[src/rtl/mmap_pkg.sv]
package mmap_pkg;

   typedef enum logic [3:0] {
      DEV_NONE = 4'd0,
      DEV_BOOT = 4'd1,
      DEV_CROM = 4'd2,
      DEV_VRAM = 4'd3,
      DEV_CRAM = 4'd4,
      DEV_WRAM = 4'd5,
      DEV_OAM  = 4'd6,
      DEV_JOY  = 4'd7,
      DEV_SER  = 4'd8,
      DEV_TMR  = 4'd9,
      DEV_IFLG = 4'd10,
      DEV_AUD  = 4'd11,
      DEV_VREG = 4'd12,
      DEV_HRAM = 4'd13,
      DEV_IE   = 4'd14,
      DEV_CTRL = 4'd15
   } dev_e;

   // true for devices that live outside the decoder and receive strobes
   function automatic logic is_external(dev_e d);
      case (d)
         DEV_BOOT, DEV_CROM, DEV_VRAM, DEV_CRAM, DEV_WRAM,
         DEV_OAM, DEV_JOY, DEV_TMR, DEV_IFLG, DEV_VREG: return 1'b1;
         default: return 1'b0;
      endcase
   endfunction

endpackage

[src/rtl/mmap_region_decode.sv]
module mmap_region_decode
   import mmap_pkg::*;
#(
   parameter int BANK_W = 3,
   parameter int OFF_W  = 16
) (
   input  logic [15:0]       addr,
   input  logic              is_wr,
   input  logic              boot_en,
   input  logic [BANK_W-1:0] eff_bank,
   output dev_e              sel,
   output logic [OFF_W-1:0]  offset
);

   if (BANK_W + 12 > OFF_W) begin : g_bad_off
      $error("offset too narrow for banked work RAM");
   end

   logic [7:0] lo;
   assign lo = addr[7:0];

   always_comb begin
      sel    = DEV_NONE;
      offset = '0;
      if (!addr[15]) begin
         // overlay only hides reads; writes reach the cartridge controller
         sel    = (boot_en && !is_wr && addr[14:8] == 7'd0) ? DEV_BOOT : DEV_CROM;
         offset = OFF_W'(addr);
      end else if (addr[15:13] == 3'b100) begin
         sel    = DEV_VRAM;
         offset = OFF_W'(addr[12:0]);
      end else if (addr[15:13] == 3'b101) begin
         sel    = DEV_CRAM;
         offset = OFF_W'(addr[12:0]);
      end else if (addr < 16'hFE00) begin
         // bit 13 separates the echo, bit 12 picks fixed or switched window
         sel          = DEV_WRAM;
         offset[11:0] = addr[11:0];
         if (addr[12]) offset[12 +: BANK_W] = eff_bank;
      end else if (addr < 16'hFEA0) begin
         sel    = DEV_OAM;
         offset = OFF_W'(lo);
      end else if (addr[15:8] == 8'hFE) begin
         sel = DEV_NONE;
      end else if (lo == 8'h00) begin
         sel    = DEV_JOY;
         offset = OFF_W'(lo);
      end else if (lo == 8'h01 || lo == 8'h02) begin
         sel = DEV_SER;
      end else if (lo inside {[8'h04:8'h07]}) begin
         sel    = DEV_TMR;
         offset = OFF_W'(lo);
      end else if (lo == 8'h0F) begin
         sel    = DEV_IFLG;
         offset = OFF_W'(lo);
      end else if (lo inside {[8'h10:8'h3F]}) begin
         sel = DEV_AUD;
      end else if (lo inside {[8'h40:8'h4B], [8'h68:8'h6B]}) begin
         sel    = DEV_VREG;
         offset = OFF_W'(lo);
      end else if (lo == 8'h50 || lo == 8'h70) begin
         sel = DEV_CTRL;
      end else if (lo == 8'hFF) begin
         sel = DEV_IE;
      end else if (lo[7]) begin
         sel    = DEV_HRAM;
         offset = OFF_W'(lo[6:0]);
      end
   end

endmodule

[src/rtl/mmap_wram_bank.sv]
module mmap_wram_bank #(
   parameter int BANK_W      = 3,
   parameter bit ZERO_IS_ONE = 1'b1
) (
   input  logic              clk,
   input  logic              rst_n,
   input  logic              we,
   input  logic [BANK_W-1:0] wdata,
   output logic [BANK_W-1:0] bank_q,
   output logic [BANK_W-1:0] eff_bank
);

   if (BANK_W < 1 || BANK_W > 4) begin : g_bad_bank
      $error("work RAM bank width out of range");
   end

   always_ff @(posedge clk or negedge rst_n) begin
      if (!rst_n)  bank_q <= '0;
      else if (we) bank_q <= wdata;
   end

   if (ZERO_IS_ONE) begin : g_zero_maps_one
      assign eff_bank = (bank_q == '0) ? BANK_W'(1) : bank_q;
   end else begin : g_zero_literal
      assign eff_bank = bank_q;
   end


   bank_load_chk: assert property (@(posedge clk) disable iff (!rst_n)
      $past(we) |-> bank_q == $past(wdata) || $past(!rst_n));

endmodule

[src/rtl/mmap_hram.sv]
module mmap_hram #(
   parameter int DEPTH = 127,
   parameter int AW    = 7,
   parameter int DW    = 8
) (
   input  logic          clk,
   input  logic          rst_n,
   input  logic          we,
   input  logic [AW-1:0] addr,
   input  logic [DW-1:0] wdata,
   output logic [DW-1:0] rdata
);

   if (DEPTH < 1 || DEPTH > (1 << AW)) begin : g_bad_depth
      $error("fast RAM depth does not fit its address");
   end

   logic [DW-1:0] mem [DEPTH];

   for (genvar i = 0; i < DEPTH; i++) begin : g_cell
      always_ff @(posedge clk or negedge rst_n) begin
         if (!rst_n)                      mem[i] <= '0;
         else if (we && addr == AW'(i))   mem[i] <= wdata;
      end
   end

   assign rdata = (int'(addr) < DEPTH) ? mem[addr] : '0;


   hram_hold_chk: assert property (@(posedge clk) disable iff (!rst_n)
      (!$past(we) && addr == $past(addr)) |-> $stable(rdata));

endmodule

[src/rtl/mmap_decoder.sv]
module mmap_decoder
   import mmap_pkg::*;
#(
   parameter int DATA_W     = 8,
   parameter int OFF_W      = 16,
   parameter int WBANK_W    = 3,
   parameter int HRAM_DEPTH = 127,
   parameter bit BANK0_AS_1 = 1'b1
) (
   input  logic              clk,
   input  logic              rst_n,
   input  logic [15:0]       cpu_addr,
   input  logic              cpu_rd,
   input  logic              cpu_wr,
   input  logic [DATA_W-1:0] cpu_wdata,
   output logic [DATA_W-1:0] cpu_rdata,
   output logic [3:0]        dev_sel,
   output logic [OFF_W-1:0]  dev_offset,
   output logic              dev_rd,
   output logic              dev_wr,
   input  logic [DATA_W-1:0] boot_rdata,
   input  logic [DATA_W-1:0] cart_rdata,
   input  logic [DATA_W-1:0] vram_rdata,
   input  logic [DATA_W-1:0] wram_rdata,
   input  logic [DATA_W-1:0] oam_rdata,
   input  logic [DATA_W-1:0] joy_rdata,
   input  logic [DATA_W-1:0] timer_rdata,
   input  logic [DATA_W-1:0] iflag_rdata,
   input  logic [DATA_W-1:0] vreg_rdata,
   output logic              dbg_valid,
   output logic [DATA_W-1:0] dbg_char
);

   localparam int HRAM_AW = $clog2(HRAM_DEPTH);

   if (DATA_W != 8) begin : g_bad_dw
      $error("decoder data path must be one byte");
   end
   if (HRAM_DEPTH > 127) begin : g_bad_hram
      $error("fast RAM window holds at most 127 bytes");
   end

   dev_e              sel;
   logic [OFF_W-1:0]  off;
   logic              boot_en;
   logic [WBANK_W-1:0] bank_q, eff_bank;
   logic [DATA_W-1:0] ie_q, ser_latch, hram_rd;
   logic [7:0]        lo;
   logic              ext, ctrl_wr, ser_wr;

   assign lo = cpu_addr[7:0];

   mmap_region_decode #(.BANK_W(WBANK_W), .OFF_W(OFF_W)) i_decode (
      .addr     (cpu_addr),
      .is_wr    (cpu_wr),
      .boot_en  (boot_en),
      .eff_bank (eff_bank),
      .sel      (sel),
      .offset   (off)
   );

   assign ctrl_wr = cpu_wr && sel == DEV_CTRL;
   assign ser_wr  = cpu_wr && sel == DEV_SER;

   mmap_wram_bank #(.BANK_W(WBANK_W), .ZERO_IS_ONE(BANK0_AS_1)) i_bank (
      .clk      (clk),
      .rst_n    (rst_n),
      .we       (ctrl_wr && lo == 8'h70),
      .wdata    (cpu_wdata[WBANK_W-1:0]),
      .bank_q   (bank_q),
      .eff_bank (eff_bank)
   );

   mmap_hram #(.DEPTH(HRAM_DEPTH), .AW(HRAM_AW), .DW(DATA_W)) i_hram (
      .clk   (clk),
      .rst_n (rst_n),
      .we    (cpu_wr && sel == DEV_HRAM),
      .addr  (cpu_addr[HRAM_AW-1:0]),
      .wdata (cpu_wdata),
      .rdata (hram_rd)
   );

   assign ext        = is_external(sel);
   assign dev_sel    = sel;
   assign dev_offset = off;
   assign dev_rd     = cpu_rd && ext;
   assign dev_wr     = cpu_wr && ext;

   always_ff @(posedge clk or negedge rst_n) begin
      if (!rst_n) begin
         boot_en   <= 1'b1;
         ie_q      <= '0;
         ser_latch <= '0;
         dbg_valid <= 1'b0;
         dbg_char  <= '0;
      end else begin
         if (ctrl_wr && lo == 8'h50 && cpu_wdata != '0) boot_en <= 1'b0;
         if (cpu_wr && sel == DEV_IE) ie_q <= cpu_wdata;
         if (ser_wr && !lo[1]) ser_latch <= cpu_wdata;
         dbg_valid <= ser_wr && lo[1];
         if (ser_wr && lo[1]) dbg_char <= ser_latch;
      end
   end

   always_comb begin
      case (sel)
         DEV_BOOT:           cpu_rdata = boot_rdata;
         DEV_CROM, DEV_CRAM: cpu_rdata = cart_rdata;
         DEV_VRAM:           cpu_rdata = vram_rdata;
         DEV_WRAM:           cpu_rdata = wram_rdata;
         DEV_OAM:            cpu_rdata = oam_rdata;
         DEV_JOY:            cpu_rdata = joy_rdata;
         DEV_TMR:            cpu_rdata = timer_rdata;
         DEV_IFLG:           cpu_rdata = iflag_rdata;
         DEV_VREG:           cpu_rdata = vreg_rdata;
         DEV_HRAM:           cpu_rdata = hram_rd;
         DEV_IE:             cpu_rdata = ie_q;
         DEV_CTRL:           cpu_rdata = (lo == 8'h70) ? DATA_W'(bank_q) : '0;
         default:            cpu_rdata = '0;
      endcase
   end


   boot_off_cause_chk: assert property (@(posedge clk) disable iff (!rst_n)
      $fell(boot_en) |-> $past(cpu_wr && cpu_addr == 16'hFF50 && cpu_wdata != '0));


   boot_sticky_chk: assert property (@(posedge clk) disable iff (!rst_n)
      !boot_en |=> !boot_en);


   dbg_cause_chk: assert property (@(posedge clk) disable iff (!rst_n)
      dbg_valid |-> $past(cpu_wr && cpu_addr == 16'hFF02));


   strobe_range_chk: assert property (@(posedge clk) disable iff (!rst_n)
      dev_wr |-> cpu_wr && (cpu_addr < 16'hFEA0 || cpu_addr[15:8] == 8'hFF));


   quiet_read_chk: assert property (@(posedge clk) disable iff (!rst_n)
      (sel == DEV_AUD || sel == DEV_SER || sel == DEV_NONE) |-> cpu_rdata == '0);

   if (BANK0_AS_1) begin : g_bank_chk

      switched_bank_chk: assert property (@(posedge clk) disable iff (!rst_n)
         (sel == DEV_WRAM && cpu_addr[12]) |-> off[12 +: WBANK_W] != '0);
   end

endmodule

[config.mk]
export PLATFORM = sky130hd
export DESIGN_NAME = mmap_decoder
export DESIGN_NICKNAME = d
export VERILOG_FILES = /design/src/rtl/mmap_pkg.sv /design/src/rtl/mmap_region_decode.sv /design/src/rtl/mmap_wram_bank.sv /design/src/rtl/mmap_hram.sv /design/src/rtl/mmap_decoder.sv
export SDC_FILE = /design/constraint.sdc
export NUM_CORES = 2
export LEC_CHECK = 0
export BUFFER_PORTS_ARGS = -buffer_cell sky130_fd_sc_hd__buf_2
export CAP_MARGIN = 5
export CORE_MARGIN = 2
export CORE_UTILIZATION = 60
export DETAILED_ROUTE_END_ITERATION = 10
export PLACE_DENSITY = 0.77
export SLEW_MARGIN = 20
export SYNTH_ARGS = -nofsm -noshare
export SYNTH_HDL_FRONTEND = slang
export SYNTH_SLANG_ARGS = --single-unit
[constraint.sdc]
create_clock -name clk -period 10.3 [get_ports clk]
set_input_delay 2.06 -clock clk [delete_from_list [all_inputs] [get_ports clk]]
set_output_delay 2.06 -clock clk [all_outputs]
set_load 0.01 [all_outputs]
Yosys cells after proc, flatten, opt, wreduce, memory -nomap -nowiden
Memories as Yosys holds them, arrays and structs flattened. Index checks and enable logic that the tools add are counted.

Magnitude comparators: 12. Eq/ne operators: 149. Muxes and demuxes: 40. Bitwise operators: 1. Reductions and logical operators: 155.

Operators with widths (count): $eq 7x7->1 const B (63); $eq 7x6->1 const B (32); $mux 16 (12); $logic_and 1x1->1 (144); $eq 7x5->1 const B (16); $pmux 8 s12 (1); $mux 4 (15); $bmux 8 s7 (1); $eq 7x4->1 const B (8); $lt 16x16->1 const B (2); $eq 4x4->1 const B (7); $eq 7x3->1 const B (4); $mux 8 (3); $eq 4x3->1 const B (4); $eq 8x7->1 const B (2); $eq 8x8->1 const B (2); $ge 8x7->1 const B (2); $le 8x7->1 const B (2); $mux 15 (1); $eq 7x2->1 const B (2); $logic_not 7->1 (2); $mux 7 (2); $mux 3 (3); $eq 4x2->1 const B (2); 22 further kinds (25).

Flip-flop bits (word level): 1045. Bits in read-only memories: 16. Bits of input ports: 100. Output and inout bits: 39. Word-level logic and storage cells: 491. Memories kept: 1.

Memories: (name not given) (depth 16, width 1, rd ports 1, clocked after memory_dff 0, write ports 0, line mmap_pkg.sv:24) `case (d)`.

Longest topological paths before layout
Word-level depth: 19. Mapped depth: 15. Mapped depth without buffers: 11.

Cells and area by module
Synthesis repeated with hierarchy kept, for this count alone.

Cells, all modules: 3273. Area total of the unflattened synthesis: 49630.1 µm².

Modules (own cells, without submodules): mmap_hram (instances 1, cells an instance 2985, area an instance 46986.3 µm²); mmap_decoder (instances 1, cells an instance 187, area an instance 1924.3 µm²); mmap_region_decode (instances 1, cells an instance 92, area an instance 595.6 µm²); mmap_wram_bank (instances 1, cells an instance 9, area an instance 123.9 µm²).

Worst setup path after synthesis
Ideal clock, no wire load.

Kind: input to output. Start: input port cpu_addr[0]. End: output port cpu_rdata[7]. Arrival time: 4.951 ns. Path slack: 3.289 ns. Cell stages on the path: 14. Buffers on the path: 4. Path through: buf_4 -> or4_1 -> buf_2 -> a2111oi_0 -> nand4b_1 -> o2111ai_1 -> inv_2 -> ha_1 -> clkbuf_1 -> clkbuf_1 -> nand3_1 -> a21oi_1 -> a221oi_1 -> o2111ai_1.

Cells in the longest elaborated chain, start to end: 18. Elaborated cells between the ends (all ways): 59. Those cells by class: order compare: 11; eq/ne: 19; mux: 19; bitwise: 1; reduce/logical: 9.

RTL lines: start: declaration (line mmap_decoder.sv:12) `input logic [15:0] cpu_addr,`; $ge 8x7->1, or another cell as far along (line mmap_region_decode.sv:58) `end else if (lo inside {[8'h40:8'h4B], [8'h68:8'h6B]}) begin`; $logic_and 1x1->1, or another cell as far along (line mmap_region_decode.sv:58); $reduce_bool 2->1 / $mux 4 (equally long branches) (line mmap_region_decode.sv:58, mmap_region_decode.sv:61); $mux 4 (line mmap_region_decode.sv:58); $mux 4 (line mmap_region_decode.sv:56) `end else if (lo inside {[8'h10:8'h3F]}) begin`; $mux 4 (line mmap_region_decode.sv:53) `end else if (lo == 8'h0F) begin`; $mux 4 (line mmap_region_decode.sv:50) `end else if (lo inside {[8'h04:8'h07]}) begin`; $mux 4 (line mmap_region_decode.sv:48) `end else if (lo == 8'h01 || lo == 8'h02) begin`; [... 3 more ...]; $mux 4 (*) (line mmap_region_decode.sv:35) `end else if (addr < 16'hFE00) begin`; $mux 4 (*) (line mmap_region_decode.sv:32) `end else if (addr[15:13] == 3'b101) begin`; $mux 4 (*) (line mmap_region_decode.sv:29) `end else if (addr[15:13] == 3'b100) begin`; $mux 4 (*) (line mmap_region_decode.sv:25) `if (!addr[15]) begin`; via dev_sel[0] (line mmap_decoder.sv:17) `output logic [3:0] dev_sel,`; $eq 4x2->1 / $eq 4x3->1 (equally long branches) (line mmap_decoder.sv:106) `case (sel)`; $reduce_or 2->1 (line mmap_decoder.sv:106); $pmux 8 s12 (*) (line mmap_decoder.sv:106); end: declaration (line mmap_decoder.sv:16) `output logic [DATA_W-1:0] cpu_rdata,`.

Mark *: on every way through the listed nets, which the timed path passes. The rest lies on a longest branch. The select of a mux whose other input is x is not followed.

Final worst setup path
Start: input port cpu_addr[5]. End: output port cpu_rdata[0].

Cells in the longest elaborated chain, start to end: 18. Elaborated cells between the ends (all ways): 60. Those cells by class: order compare: 11; eq/ne: 19; mux: 20; bitwise: 1; reduce/logical: 9.

RTL lines: $ge 8x7->1, or another cell as far along (line mmap_region_decode.sv:58); $logic_and 1x1->1, or another cell as far along (line mmap_region_decode.sv:58); $reduce_bool 2->1 / $mux 4 (equally long branches) (line mmap_region_decode.sv:58, mmap_region_decode.sv:61); $mux 4 (line mmap_region_decode.sv:58); $mux 4 (line mmap_region_decode.sv:56); $mux 4 (line mmap_region_decode.sv:53); $mux 4 (line mmap_region_decode.sv:50); $mux 4 (line mmap_region_decode.sv:48); [... 2 more ...]; $mux 4 (line mmap_region_decode.sv:40) `end else if (addr < 16'hFEA0) begin`; $mux 4 (line mmap_region_decode.sv:35); $mux 4 (line mmap_region_decode.sv:32); $mux 4 (line mmap_region_decode.sv:29); $mux 4 (line mmap_region_decode.sv:25); $eq 4x2->1 / $eq 4x3->1 (equally long branches) (line mmap_decoder.sv:106); $reduce_or 2->1 (line mmap_decoder.sv:106); $pmux 8 s12 (*) (line mmap_decoder.sv:106).

Every way passes the cells marked *; elsewhere a longest branch is shown, timed or not. The select of a mux whose other input is x is not followed.

==> results_dict.tcl <==
set metrics [dict create \
    status "finished clean" \
    power_frac_clock_pct 47.0 \
    ys_types 77 \
    rows 105 \
    die_x_um 292 \
    core_um2 82100 \
    tightest_slew_ns 1.18 \
    place_ws_ns 1.80 \
    postRouteAntennaNets 0 \
    wl_per_cell_um 30.6 \
    fin_nets 3443 \
    syn_inst 3277 \
    skew_ns 0.0266 \
    ios 139 \
    ir_drop_mv 0.142 \
    fill_cells 5620 \
    critPathLaunchType "primary input" \
    async_reset_ff_share_pct 100 \
    power.density_nw_per_um2 157 \
    grt_pass1_vias 32520 \
    routed_wl_um 138000 \
    ys_seq_area_share_pct 52.6 \
    min_period_over_period_pct 83.7 \
    drive_above_1_share_pct 53.0 \
    wl_met3_um 11100 \
    initial_core_util_pct 60.5 \
    hold_viol_final 0 \
    vias_per_cell 6.72 \
    cap_violations 0 \
    die_y_um 292 \
    num_vias 30218 \
    clk_path_buf_depth 3 \
    ff_latch_area_um2 26200 \
    power.leakage_nw 26.3 \
    setup_viol 0 \
    multiInputGateArea_um2 22500 \
    port_buffers 137 \
    track_usage_pct 33.2 \
    root_buffer "clkbuf_16" \
    dieArea_um2 85200 \
    worstSetupPathType "primary input to primary output" \
    dp_hpwl_um 89400 \
    clkTransAtPathRegs_ns 0.07 \
    met1_length_um 54300 \
    synthTopCellsByCount "1044 x dfrtp_1, 1019 x mux2_2, 261 x mux4_2" \
    power_switching_mw 2.00 \
    r2r_cells 11 \
    r2r_slack_ns 5.50 \
    final_util_pct 67.0 \
    r2r_start "boot_en$_DFFE_PN1P_" \
    synth_top_area_share_pct 52.6 \
    fmax_mhz 116 \
    grt_start_max_net_pins 180 \
    syn_nets 3379 \
    hold_path.class "register to register" \
    cts_tree "done" \
    timing.hold.ws_ns 0.469 \
    syn_area_um2 49700 \
    syn2layout_area_growth_pct 10.7 \
    post-route-drc-count 0 \
    grt_pass1_wl_um 211000 \
    power.internal_mw 6.62 \
    p_sw_share_pct 23.2 \
    firstDrtPassIters 6 \
    clkLatencyLatePin_ns 0.70 \
    tns_ns 0 \
    cts_made_buffers 106 \
    cp-end-kind "primary output" \
    clkSinkCount 1045 \
    synth-edff-count 0 \
    critPathMaxFanout 24 \
    place.gp.congestion 0.970 \
    endpoint "cpu_rdata[0]" \
    required_ns 8.24 \
    drv_slew 0 \
    synth.most_common_cell "dfrtp_1" \
    ys_warn_count 0 \
    gr-total-overflow 0 \
    ys_ff_latch 1045 \
    pwr-share-seq_pct 47.6 \
    cp_data_arrival_time_ns 6.56 \
    rsz0062_at_grt "no" \
    synth_top_area_cell "dfrtp_1" \
    antenna_found_initial 3 \
    wl_met2_um 64700 \
    slew_headroom_pct 20.9 \
    worst_slack_ns 1.68 \
    routed.top_layer "met5" \
    power_mw 8.62 \
    synthTopCellsByArea "dfrtp_1 53%, mux2_2 23%, mux4_2 12%" \
    ctsHoldBuffers 0 \
    pwr-share-comb_pct 5.3 \
    avgSynthCellArea_um2 15.2 \
    post_cts_buffers 0 \
    drtIter0Drc 2846 \
    crit_start "cpu_addr[5]" \
    synth_flop_cell "dfrtp_1" \
    htreeDepth 3 \
    period_needed_ns 8.62 \
    r2r_end "i_hram.mem[886]$_DFFE_PN0P_" \
    ctsResizeCount 0 \
]
## cells in the final DEF (no fill, tap or decap), drive strengths merged, types with 17 or more instances in the layout
cell / synthesis / routed
o21ai: 32 / 32
mux4: 261 / 261
mux2i: 52 / 52
nand2: 101 / 101
clkinv: 0 / 23
clkbuf: 167 / 150
a21oi: 38 / 38
dfrtp: 1044 / 1044
buf: 75 / 198
nor2b: 18 / 18
inv: 12 / 17
nand3: 39 / 39
a22oi: 29 / 29
nor2: 173 / 173
mux2: 1047 / 1047
## power groups by stage
stage          Clock [mW]  Combinational (mW)  Sequential, mW
2_1_floorplan           0               0.221            4.18
3_3_place_gp            0               0.444            4.18
3_5_place_dp            0               0.452            4.18
4_1_cts              4.10               0.454            4.11
5_1_grt              4.27               0.490            4.10
6_report             4.06               0.460            4.11
## state kept, by name, summed over array words and instances, names as in the netlist
signal and count:
i_bank.bank_q 3, boot_en 1, i_hram.mem 1016, dbg_char 8
ser_latch 8, dbg_valid 1, ie_q 8
## cell type report
| cell class | count | share of cell area (%) |
|---|---|---|
| diodes | 2 | 0.00910 |
| clock buffers | 150 | 5.56 |
| clock inverters | 42 | 1.16 |
| inverters | 12 | 0.0819 |
| multi-input cells | 1978 | 40.8 |
| flip-flops and latches | 1045 | 47.5 |
| well taps | 1070 | 2.43 |
| repair buffers | 198 | 2.40 |
## through the flow
stage	instance area, um2	cells
floorplan	49700	3277
global placement	51200	4301
detailed placement	51200	4301
CTS	54900	4493
global route	55000	4495
finish	55000	4497
## per-layer routing
| layer | vias up | track usage [%] |
|---|---|---|
| li1 | 12351 | - |
| met1 | 16210 | 44.9 |
| met2 | 1258 | 51.4 |
| met3 | 397 | 7.43 |
| met4 | 2 | 16.3 |
| met5 | - | 0 |
## how the worst min path moves through the flow
stage	startpoint	endpoint	slack (ns)	depth (start not counted)
floorplan	boot_en$_DFFE_PN1P_	boot_en$_DFFE_PN1P_	0.44	1
global placement	boot_en$_DFFE_PN1P_	boot_en$_DFFE_PN1P_	0.46	1
detailed placement	boot_en$_DFFE_PN1P_	boot_en$_DFFE_PN1P_	0.46	1
CTS	boot_en$_DFFE_PN1P_	boot_en$_DFFE_PN1P_	0.47	1
global route	boot_en$_DFFE_PN1P_	boot_en$_DFFE_PN1P_	0.48	1
finish	boot_en$_DFFE_PN1P_	boot_en$_DFFE_PN1P_	0.47	1
## critical path: stages
cell and delay, ns:
buf_2 0.52, buf_4 0.40, nor2_2 0.07, buf_4 0.21
a2111oi_0 0.63, o41ai_1 0.31, nand2_1 0.21, ha_1 0.54
inv_1 0.14, o31ai_1 0.82, a22oi_1 0.14, o211ai_1 0.20
a2111o_1 0.15, buf_2 0.13
## logic make-up after synthesis
| logic type | after synthesis | synth area share [%] |
|---|---|---|
| mux | 1360 | 36.7 |
| flops | 1045 | 52.6 |
| simple gates | 413 | 5.49 |
| buf+inv | 254 | 2.21 |
| compound gates | 202 | 2.97 |
| fa+ha+maj | 2 | 0.0503 |
| other cells | 1 | 0.00755 |
No activity file was read; power rests on OpenSTA's default activity.
